[config.mk]
export PLATFORM = sky130hd
export DESIGN_NAME = iq_input_formatter
export DESIGN_NICKNAME = d
export VERILOG_FILES = /design/src/rtl/iqf_pkg.sv /design/src/rtl/iqf_cfg_ctrl.sv /design/src/rtl/iqf_piece_packer.sv /design/src/rtl/iqf_pair_builder.sv /design/src/rtl/iq_input_formatter.sv
export SDC_FILE = /design/constraint.sdc
export NUM_CORES = 1
export LEC_CHECK = 0
export ABC_CLOCK_PERIOD_IN_PS = 2850
export BUFFER_PORTS_ARGS = -buffer_cell sky130_fd_sc_hd__buf_2
export CELL_PAD_IN_SITES_DETAIL_PLACEMENT = 1
export CELL_PAD_IN_SITES_GLOBAL_PLACEMENT = 1
export CORE_ASPECT_RATIO = 1.75
export CORE_MARGIN = 5
export CORE_UTILIZATION = 40
export DETAILED_ROUTE_END_ITERATION = 8
export PLACE_DENSITY = 0.74
export SLEW_MARGIN = 20
export SYNTH_ARGS = -nofsm -noshare
export SYNTH_HDL_FRONTEND = slang
export SYNTH_SLANG_ARGS = --single-unit
export TNS_END_PERCENT = 30
[constraint.sdc]
create_clock -name clk -period 2.85 [get_ports clk]
set_input_delay 0.1425 -clock clk [delete_from_list [all_inputs] [get_ports clk]]
set_output_delay 0.1425 -clock clk [all_outputs]
set_load 0.05 [all_outputs]
[src/rtl/iqf_pkg.sv]
package iqf_pkg;
  parameter int unsigned IQF_WORD_W = 12;
  localparam int unsigned IQF_HALF_W = IQF_WORD_W / 2;
  localparam int unsigned IQF_QTR_W  = IQF_WORD_W / 4;

  typedef enum logic [1:0] {
    WIDTH_FULL    = 2'd0,
    WIDTH_HALF    = 2'd1,
    WIDTH_QUARTER = 2'd2,
    WIDTH_RSVD    = 2'd3
  } width_e;

  // index of the last piece of a word for a given bus width
  function automatic logic [1:0] last_piece(input width_e w);
    case (w)
      WIDTH_HALF:    return 2'd1;
      WIDTH_QUARTER: return 2'd3;
      default:       return 2'd0;
    endcase
  endfunction

  // shift the accumulated pieces up and append the new piece
  function automatic logic [IQF_WORD_W-1:0] pack_piece(
    input logic [IQF_WORD_W-1:0] acc,
    input logic [IQF_WORD_W-1:0] din,
    input width_e                w
  );
    case (w)
      WIDTH_HALF:    return {acc[IQF_WORD_W-IQF_HALF_W-1:0], din[IQF_HALF_W-1:0]};
      WIDTH_QUARTER: return {acc[IQF_WORD_W-IQF_QTR_W-1:0], din[IQF_QTR_W-1:0]};
      default:       return din;
    endcase
  endfunction
endpackage

[src/rtl/iqf_cfg_ctrl.sv]
module iqf_cfg_ctrl
  import iqf_pkg::*;
(
  input  logic       clk,
  input  logic       rst_n,
  input  logic       txen,
  input  logic [1:0] cfg_width,
  input  logic       cfg_continuous,
  output width_e     act_width,
  output logic       act_cont,
  output logic       cfg_chg
);
  logic differs;

  assign differs = (width_e'(cfg_width) != act_width) || (cfg_continuous != act_cont);
  assign cfg_chg = !txen && differs;

  always_ff @(posedge clk) begin
    if (!rst_n) begin
      act_width <= WIDTH_FULL;
      act_cont  <= 1'b0;
    end else if (cfg_chg) begin
      act_width <= width_e'(cfg_width);
      act_cont  <= cfg_continuous;
    end
  end
endmodule

[src/rtl/iqf_piece_packer.sv]
module iqf_piece_packer
  import iqf_pkg::*;
(
  input  logic                  clk,
  input  logic                  rst_n,
  input  logic                  flush,
  input  logic                  take,
  input  width_e                width,
  input  logic [IQF_WORD_W-1:0] din,
  output logic                  word_done,
  output logic [IQF_WORD_W-1:0] word,
  output logic                  partial
);
  logic [1:0]            piece_cnt;
  logic [IQF_WORD_W-1:0] acc;
  logic                  at_last;

  assign at_last   = (piece_cnt == last_piece(width));
  assign word      = pack_piece(acc, din, width);
  assign word_done = take && at_last;
  assign partial   = (piece_cnt != 2'd0);

  always_ff @(posedge clk) begin
    if (!rst_n || flush) begin
      piece_cnt <= 2'd0;
      acc       <= '0;
    end else if (take) begin
      if (at_last) begin
        piece_cnt <= 2'd0;
        acc       <= '0;
      end else begin
        piece_cnt <= piece_cnt + 2'd1;
        acc       <= word;
      end
    end
  end
endmodule

[src/rtl/iqf_pair_builder.sv]
module iqf_pair_builder
  import iqf_pkg::*;
(
  input  logic                  clk,
  input  logic                  rst_n,
  input  logic                  flush,
  input  logic                  burst,
  input  logic                  txen,
  input  logic                  word_done,
  input  logic [IQF_WORD_W-1:0] word,
  input  logic                  pk_partial,
  input  logic                  clr_underrun,
  output logic                  emit,
  output logic                  drop_partial,
  output logic [IQF_WORD_W-1:0] out_i,
  output logic [IQF_WORD_W-1:0] out_q,
  output logic                  out_valid,
  output logic                  underrun
);
  logic                  word_sel;
  logic                  have_i;
  logic [IQF_WORD_W-1:0] held_i;
  logic                  steer_i;

  assign steer_i      = burst ? !word_sel : txen;
  assign emit         = word_done && !steer_i && have_i;
  assign drop_partial = burst && !txen && (pk_partial || have_i);

  always_ff @(posedge clk) begin
    if (!rst_n || flush) begin
      word_sel <= 1'b0;
      have_i   <= 1'b0;
    end else if (word_done) begin
      word_sel <= !word_sel;
      have_i   <= steer_i;
    end
  end

  always_ff @(posedge clk) begin
    if (!rst_n) held_i <= '0;
    else if (word_done && steer_i) held_i <= word;
  end

  always_ff @(posedge clk) begin
    if (!rst_n) begin
      out_i     <= '0;
      out_q     <= '0;
      out_valid <= 1'b0;
    end else begin
      out_valid <= emit;
      if (emit) begin
        out_i <= held_i;
        out_q <= word;
      end
    end
  end

  always_ff @(posedge clk) begin
    if (!rst_n)            underrun <= 1'b0;
    else if (drop_partial) underrun <= 1'b1;
    else if (clr_underrun) underrun <= 1'b0;
  end
endmodule

[src/rtl/iq_input_formatter.sv]
module iq_input_formatter
  import iqf_pkg::*;
(
  input  logic                  clk,
  input  logic                  rst_n,
  input  logic [1:0]            cfg_width,
  input  logic                  cfg_continuous,
  input  logic                  txen,
  input  logic [IQF_WORD_W-1:0] din,
  input  logic                  clr_underrun,
  output logic [IQF_WORD_W-1:0] out_i,
  output logic [IQF_WORD_W-1:0] out_q,
  output logic                  out_valid,
  output logic                  underrun
);
  width_e                act_width;
  logic                  act_cont;
  logic                  cfg_chg;
  logic                  take;
  logic                  flush;
  logic                  word_done;
  logic [IQF_WORD_W-1:0] word;
  logic                  pk_partial;
  logic                  emit;
  logic                  drop_partial;

  assign take  = !cfg_chg && (act_cont || txen);
  assign flush = cfg_chg || (!act_cont && !txen);

  iqf_cfg_ctrl u_cfg (
    .clk            (clk),
    .rst_n          (rst_n),
    .txen           (txen),
    .cfg_width      (cfg_width),
    .cfg_continuous (cfg_continuous),
    .act_width      (act_width),
    .act_cont       (act_cont),
    .cfg_chg        (cfg_chg)
  );

  iqf_piece_packer u_pack (
    .clk       (clk),
    .rst_n     (rst_n),
    .flush     (flush),
    .take      (take),
    .width     (act_width),
    .din       (din),
    .word_done (word_done),
    .word      (word),
    .partial   (pk_partial)
  );

  iqf_pair_builder u_pair (
    .clk          (clk),
    .rst_n        (rst_n),
    .flush        (flush),
    .burst        (!act_cont),
    .txen         (txen),
    .word_done    (word_done),
    .word         (word),
    .pk_partial   (pk_partial),
    .clr_underrun (clr_underrun),
    .emit         (emit),
    .drop_partial (drop_partial),
    .out_i        (out_i),
    .out_q        (out_q),
    .out_valid    (out_valid),
    .underrun     (underrun)
  );
endmodule

* After elaboration in Yosys (flattened, before gate mapping)
Index checks and enable logic that the tools add are counted.
Cells by class: add/sub/neg operators 1, eq/ne operators 5, multiplexer cells 7, reductions and logical operators 21
Operator list (number):
- 12-bit case mux with 2 select lines | 1
- 9-bit 2-to-1 mux | 1
- 1-bit logical AND | 8
- 1-bit logical NOT | 6
- 1-bit logical OR | 5
- 2-bit case mux with 2 select lines | 1
- 2-bit nonzero test | 2
- 1-bit 2-to-1 mux | 3
- 2-bit by 1-bit adder with 2-bit output (second input constant) | 1
- 2-bit by 1-bit equality test with 1-bit output (second input constant) | 1
- 2-bit equality test | 1
- 2-bit equality test (second input constant) | 1
- 2-bit 2-to-1 mux | 1
- 2-bit != test | 1
- 1-bit != test | 1
Storage, ports and cells: flip-flop bits (word level) 54, input port bits 19, output and inout bits 26, logic and storage cells 45

* Longest topological paths before layout
word-level depth 8, mapped depth 9, gate-level depth less buffers 6

* Hierarchy
From an unflattened synthesis, not the netlist that was laid out.
Second synthesis, totals: cells, all modules 253, area total of the unflattened synthesis 2442.3 µm²
Modules (own cells, without submodules):
- iqf_pair_builder | instances 1, cells an instance 149, area each 1532.7 µm², sequential area each 800.8 µm²
- iqf_piece_packer | instances 1, cells an instance 88, area each 747.0 µm², sequential area each 220.2 µm²
- iqf_cfg_ctrl | instances 1, cells an instance 13, area each 141.4 µm², sequential area each 60.1 µm²
- iq_input_formatter | instances 1, cells an instance 3, area each 21.3 µm², sequential area each 0.0 µm²

* Worst setup path before layout
No wires, ideal clock.
kind register to register, start point reg u_cfg.act_width[0], end point reg u_pair.out_i[10], setup time 72 ps, arrival 1741 ps, data required time 2778 ps, path slack 1038 ps, cell stages (with the launch flop) 9, buffers on the path 2, clock period less this slack 1812 ps, path through dfxtp_1 inv_1 ha_1 xor2_2 and3_1 and2_1 buf_4 buf_6 mux2i_1
Between the ends: longest elaborated chain between the ends 8, elaborated cells on any way between the ends 12, those cells by class 4 x eq/ne; 1 x mux; 7 x reduce/logical
Ends and longest elaborated chain:
- start, declared | RTL line iqf_cfg_ctrl.sv:9 | output width_e act_width,
- start signal, assigned | RTL line iqf_cfg_ctrl.sv:23 | act_width <= width_e'(cfg_width);
- parallel branches: the longest is 5 deep, another holds 2-bit equality test
- 1-bit logical AND (*) | RTL line iqf_piece_packer.sv:20 | assign word_done = take && at_last;
- 1-bit logical AND (*) (2 in series) | RTL line iqf_pair_builder.sv:26 | assign emit = word_done && !steer_i && have_i;
- end signal, assigned | RTL line iqf_pair_builder.sv:52 | out_i <= held_i;
- end, declared | RTL line iqf_pair_builder.sv:15 | output logic [IQF_WORD_W-1:0] out_i,
Every way passes the cells marked *. A chain may end at the register's enable or synchronous reset.

* Final worst setup path
start point reg u_cfg.act_width[0], end point reg u_pair.out_q[0]
Between the ends: longest elaborated chain between the ends 8, elaborated cells on any way between the ends 12, those cells by class 4 x eq/ne; 1 x mux; 7 x reduce/logical
Ends and longest elaborated chain:
- parallel branches: the longest is 5 deep, another holds 2-bit equality test
- 1-bit logical AND (*) | RTL line iqf_piece_packer.sv:20
- 1-bit logical AND (*) (2 in series) | RTL line iqf_pair_builder.sv:26
- end signal, assigned | RTL line iqf_pair_builder.sv:53 | out_q <= word;
- end, declared | RTL line iqf_pair_builder.sv:16 | output logic [IQF_WORD_W-1:0] out_q,
Marked as above.

==> results.json <==
{
  "htree_levels": 2,
  "place_congestion": 0.755,
  "hold_buffers": 0,
  "area_delta_synth_final_pct": 14.1,
  "ir_drop_mv": 0.321,
  "grt_usage_pct": 15.6,
  "wire_per_inst_um": 14.5,
  "antenna_found_initial": 0,
  "post-route-drc-count": 0,
  "crit_type": "reg2reg",
  "ys_seq_elements": 54,
  "ys_warn_count": 0,
  "cts_resized": 0,
  "coreArea_mm2": 0.00554,
  "rows": 36,
  "worstPathArrival_ns": 2.48,
  "pwr_density_cell_mw_per_mm2": 543,
  "cts_root_buf": "clkbuf_8",
  "grt-ovfl-total": 0,
  "crit_family": "adder cells",
  "ant_nets": 0,
  "slowest_stage": "ha_1",
  "ctsLongestPathBuffers": 2,
  "fin_cells": 354,
  "via_count": 1752,
  "wl_um": 5130,
  "syn_avg_cell_area_um2": 9.42,
  "drtIter0Drc": 60,
  "post_cts.repair.setup_buffers": 0,
  "dp_hpwl_um": 3760,
  "final_common_cell": "dfxtp_1",
  "worstHoldPathType": "in2reg",
  "num_antenna_cells": 0,
  "setup_tns_ns": 0,
  "drv_slew": 0,
  "pin_count": 45,
  "seq_area_frac_synth_pct": 47.6,
  "grt_max_degree": 43,
  "start_util_pct": 41.0,
  "cp_max_fo": 23,
  "synth_area_mm2": 0.00227,
  "setup_violations": 0,
  "finalCritPeriodShare_pct": 78.9,
  "cts.sinks": 54,
  "worstPathRequired_ns": 3.09,
  "relSlewSlack_pct": 58.3,
  "synth_nets": 263,
  "fp.dieW_um": 66.9,
  "hold_viol_final": 0,
  "max-cap-violations": 0,
  "endpoint_kind": "flop",
  "post-place-ws_ns": 0.594,
  "grt_pass1_vias": 1822,
  "worst_slew_pin_slew_ns": 0.625,
  "p_leak_nw": 1.13,
  "rsz0062_at_grt": "no",
  "dp.cells": 347,
  "outcome": "finished clean",
  "synth_cell_types": 32,
  "max_freq_mhz": 445,
  "nets": 300,
  "path_cells": "inv_1 -> ha_1 -> xor2_2 -> and3_1 -> and2_1 -> buf_4 -> mux2i_1",
  "skew_ns": 0.0114,
  "path_buf_inv": 2,
  "port_buffers": 44,
  "first_pass_iters": 4,
  "worstSetupStartpointType": "flop",
  "die_height_um": 110,
  "grt_pass1_wl_um": 8630,
  "cts_tree": "yes",
  "worst_slack_ns": 0.603,
  "min_period_ns": 2.25,
  "drive_gt1_share_pct": 20.5,
  "clock_latency_ns": 0.31,
  "numCtsBuffers": 5,
  "die_area_mm2": 0.00734,
  "syn-instance-count": 241,
  "vias_per_cell": 4.95,
  "max_stage_delay_ns": 0.54,
  "path_clk_slew_ns": 0.09,
  "r2r_slack_ns": 0.60,
  "layout_common_cells": "dfxtp_1 (54), nand2_1 (46), buf_2 (44)"
}
-- tightest hold or removal path: cells and delay by family --
| family | cells | cell delay (ns) |
|---|---|---|
| buf+inv | 2 | 0.17 |
| simple gates | 1 | 0.03 |
-- worst paths after layout --
| kind | depth (start not counted) | start | end |
|---|---|---|---|
| setup / recovery | 7 | u_cfg.act_width[0] | u_pair.out_q[0] |
| hold / removal | 3 | din[1] | u_pack.acc[1] |
| setup reg to reg | 7 | u_cfg.act_width[0] | u_pair.out_q[0] |
| hold reg to reg | 2 | u_pair.out_q[8] | u_pair.out_q[8] |
-- final cells by class --
cell class	count	area, um2
Inverter	10	37.5
Sequential cell	54	1080
Timing Repair Buffer	47	243
Fill cell	693	2950
Multi-Input combinational cell	160	1050
Clock inverter	1	7.51
Clock buffer	6	72.6
Tap cell	76	95.1
-- cell usage after synthesis (all sizes together) --
cell | number | area [um2]
clkbuf | 11 | 41.3
xnor2 | 4 | 42.6
o21a | 1 | 7.51
a22oi | 9 | 67.6
dfxtp | 54 | 1080
and3b | 2 | 17.5
nand2 | 46 | 173
nor2b | 17 | 106
o211a | 3 | 30.0
nor2 | 8 | 30.0
o2111ai | 1 | 26.3
inv | 10 | 37.5
xor2 | 1 | 16.3
buf | 6 | 56.3
nand4 | 6 | 37.5
nand3 | 5 | 25.0
ha | 3 | 37.5
a211oi | 1 | 7.51
o21ai | 12 | 60.1
a21boi | 4 | 30.0
mux2i | 27 | 270
or2 | 4 | 25.0
and2 | 1 | 6.26
and3 | 3 | 18.8
a41o | 1 | 10.0
a31o | 1 | 8.76
-- registers in the layout (all words and copies together), names as in the netlist --
| signal | flops |
|---|---|
| u_pair.out_valid | 1 |
| u_cfg.act_cont | 1 |
| u_cfg.act_width | 2 |
| u_pair.out_i | 12 |
| u_pair.underrun | 1 |
| u_pair.word_sel | 1 |
| u_pair.out_q | 12 |
| u_pair.held_i | 12 |
| u_pack.acc | 9 |
| u_pair.have_i | 1 |
| u_pack.piece_cnt | 2 |
-- through the flow --
stage / util (%) / instance area, um2 / power (mW) / hold slack (ns)
2_1_floorplan: - / 2270 / 0.962 / 0.255
3_3_place_gp: 45.3 / 2510 / 1.01 / 0.399
3_5_place_dp: 45.3 / 2510 / 1.01 / 0.397
4_1_cts: 46.7 / 2590 / 1.42 / 0.0683
5_1_grt: 46.7 / 2590 / 1.48 / 0.0818
6_report: 46.7 / 2590 / 1.41 / 0.0751
-- power breakdown --
group	switching [mW]	leakage, nW	internal [mW]	total [mW]
clock network	0.246	0.0373	0.169	0.416
registers	0.0184	0.438	0.783	0.802
logic	0.115	0.652	0.0740	0.189
total	0.380	1.13	1.03	1.41
-- cells by family after synthesis --
group / after synthesis / share of synthesized area [%]
mux: 27 / 11.9
buf+inv: 27 / 5.95
compound gates: 33 / 10.9
simple gates: 92 / 19.4
flops: 54 / 47.6
fa+ha+maj: 3 / 1.65
xor+xnor: 5 / 2.59
-- per-layer routing --
layer  track usage [%]  wire, um
met1              17.7      2170
met2              28.1      2720
met3              3.48       177
met4              5.52        62
met5                 0         0
Power figures use the tool's default switching activity.
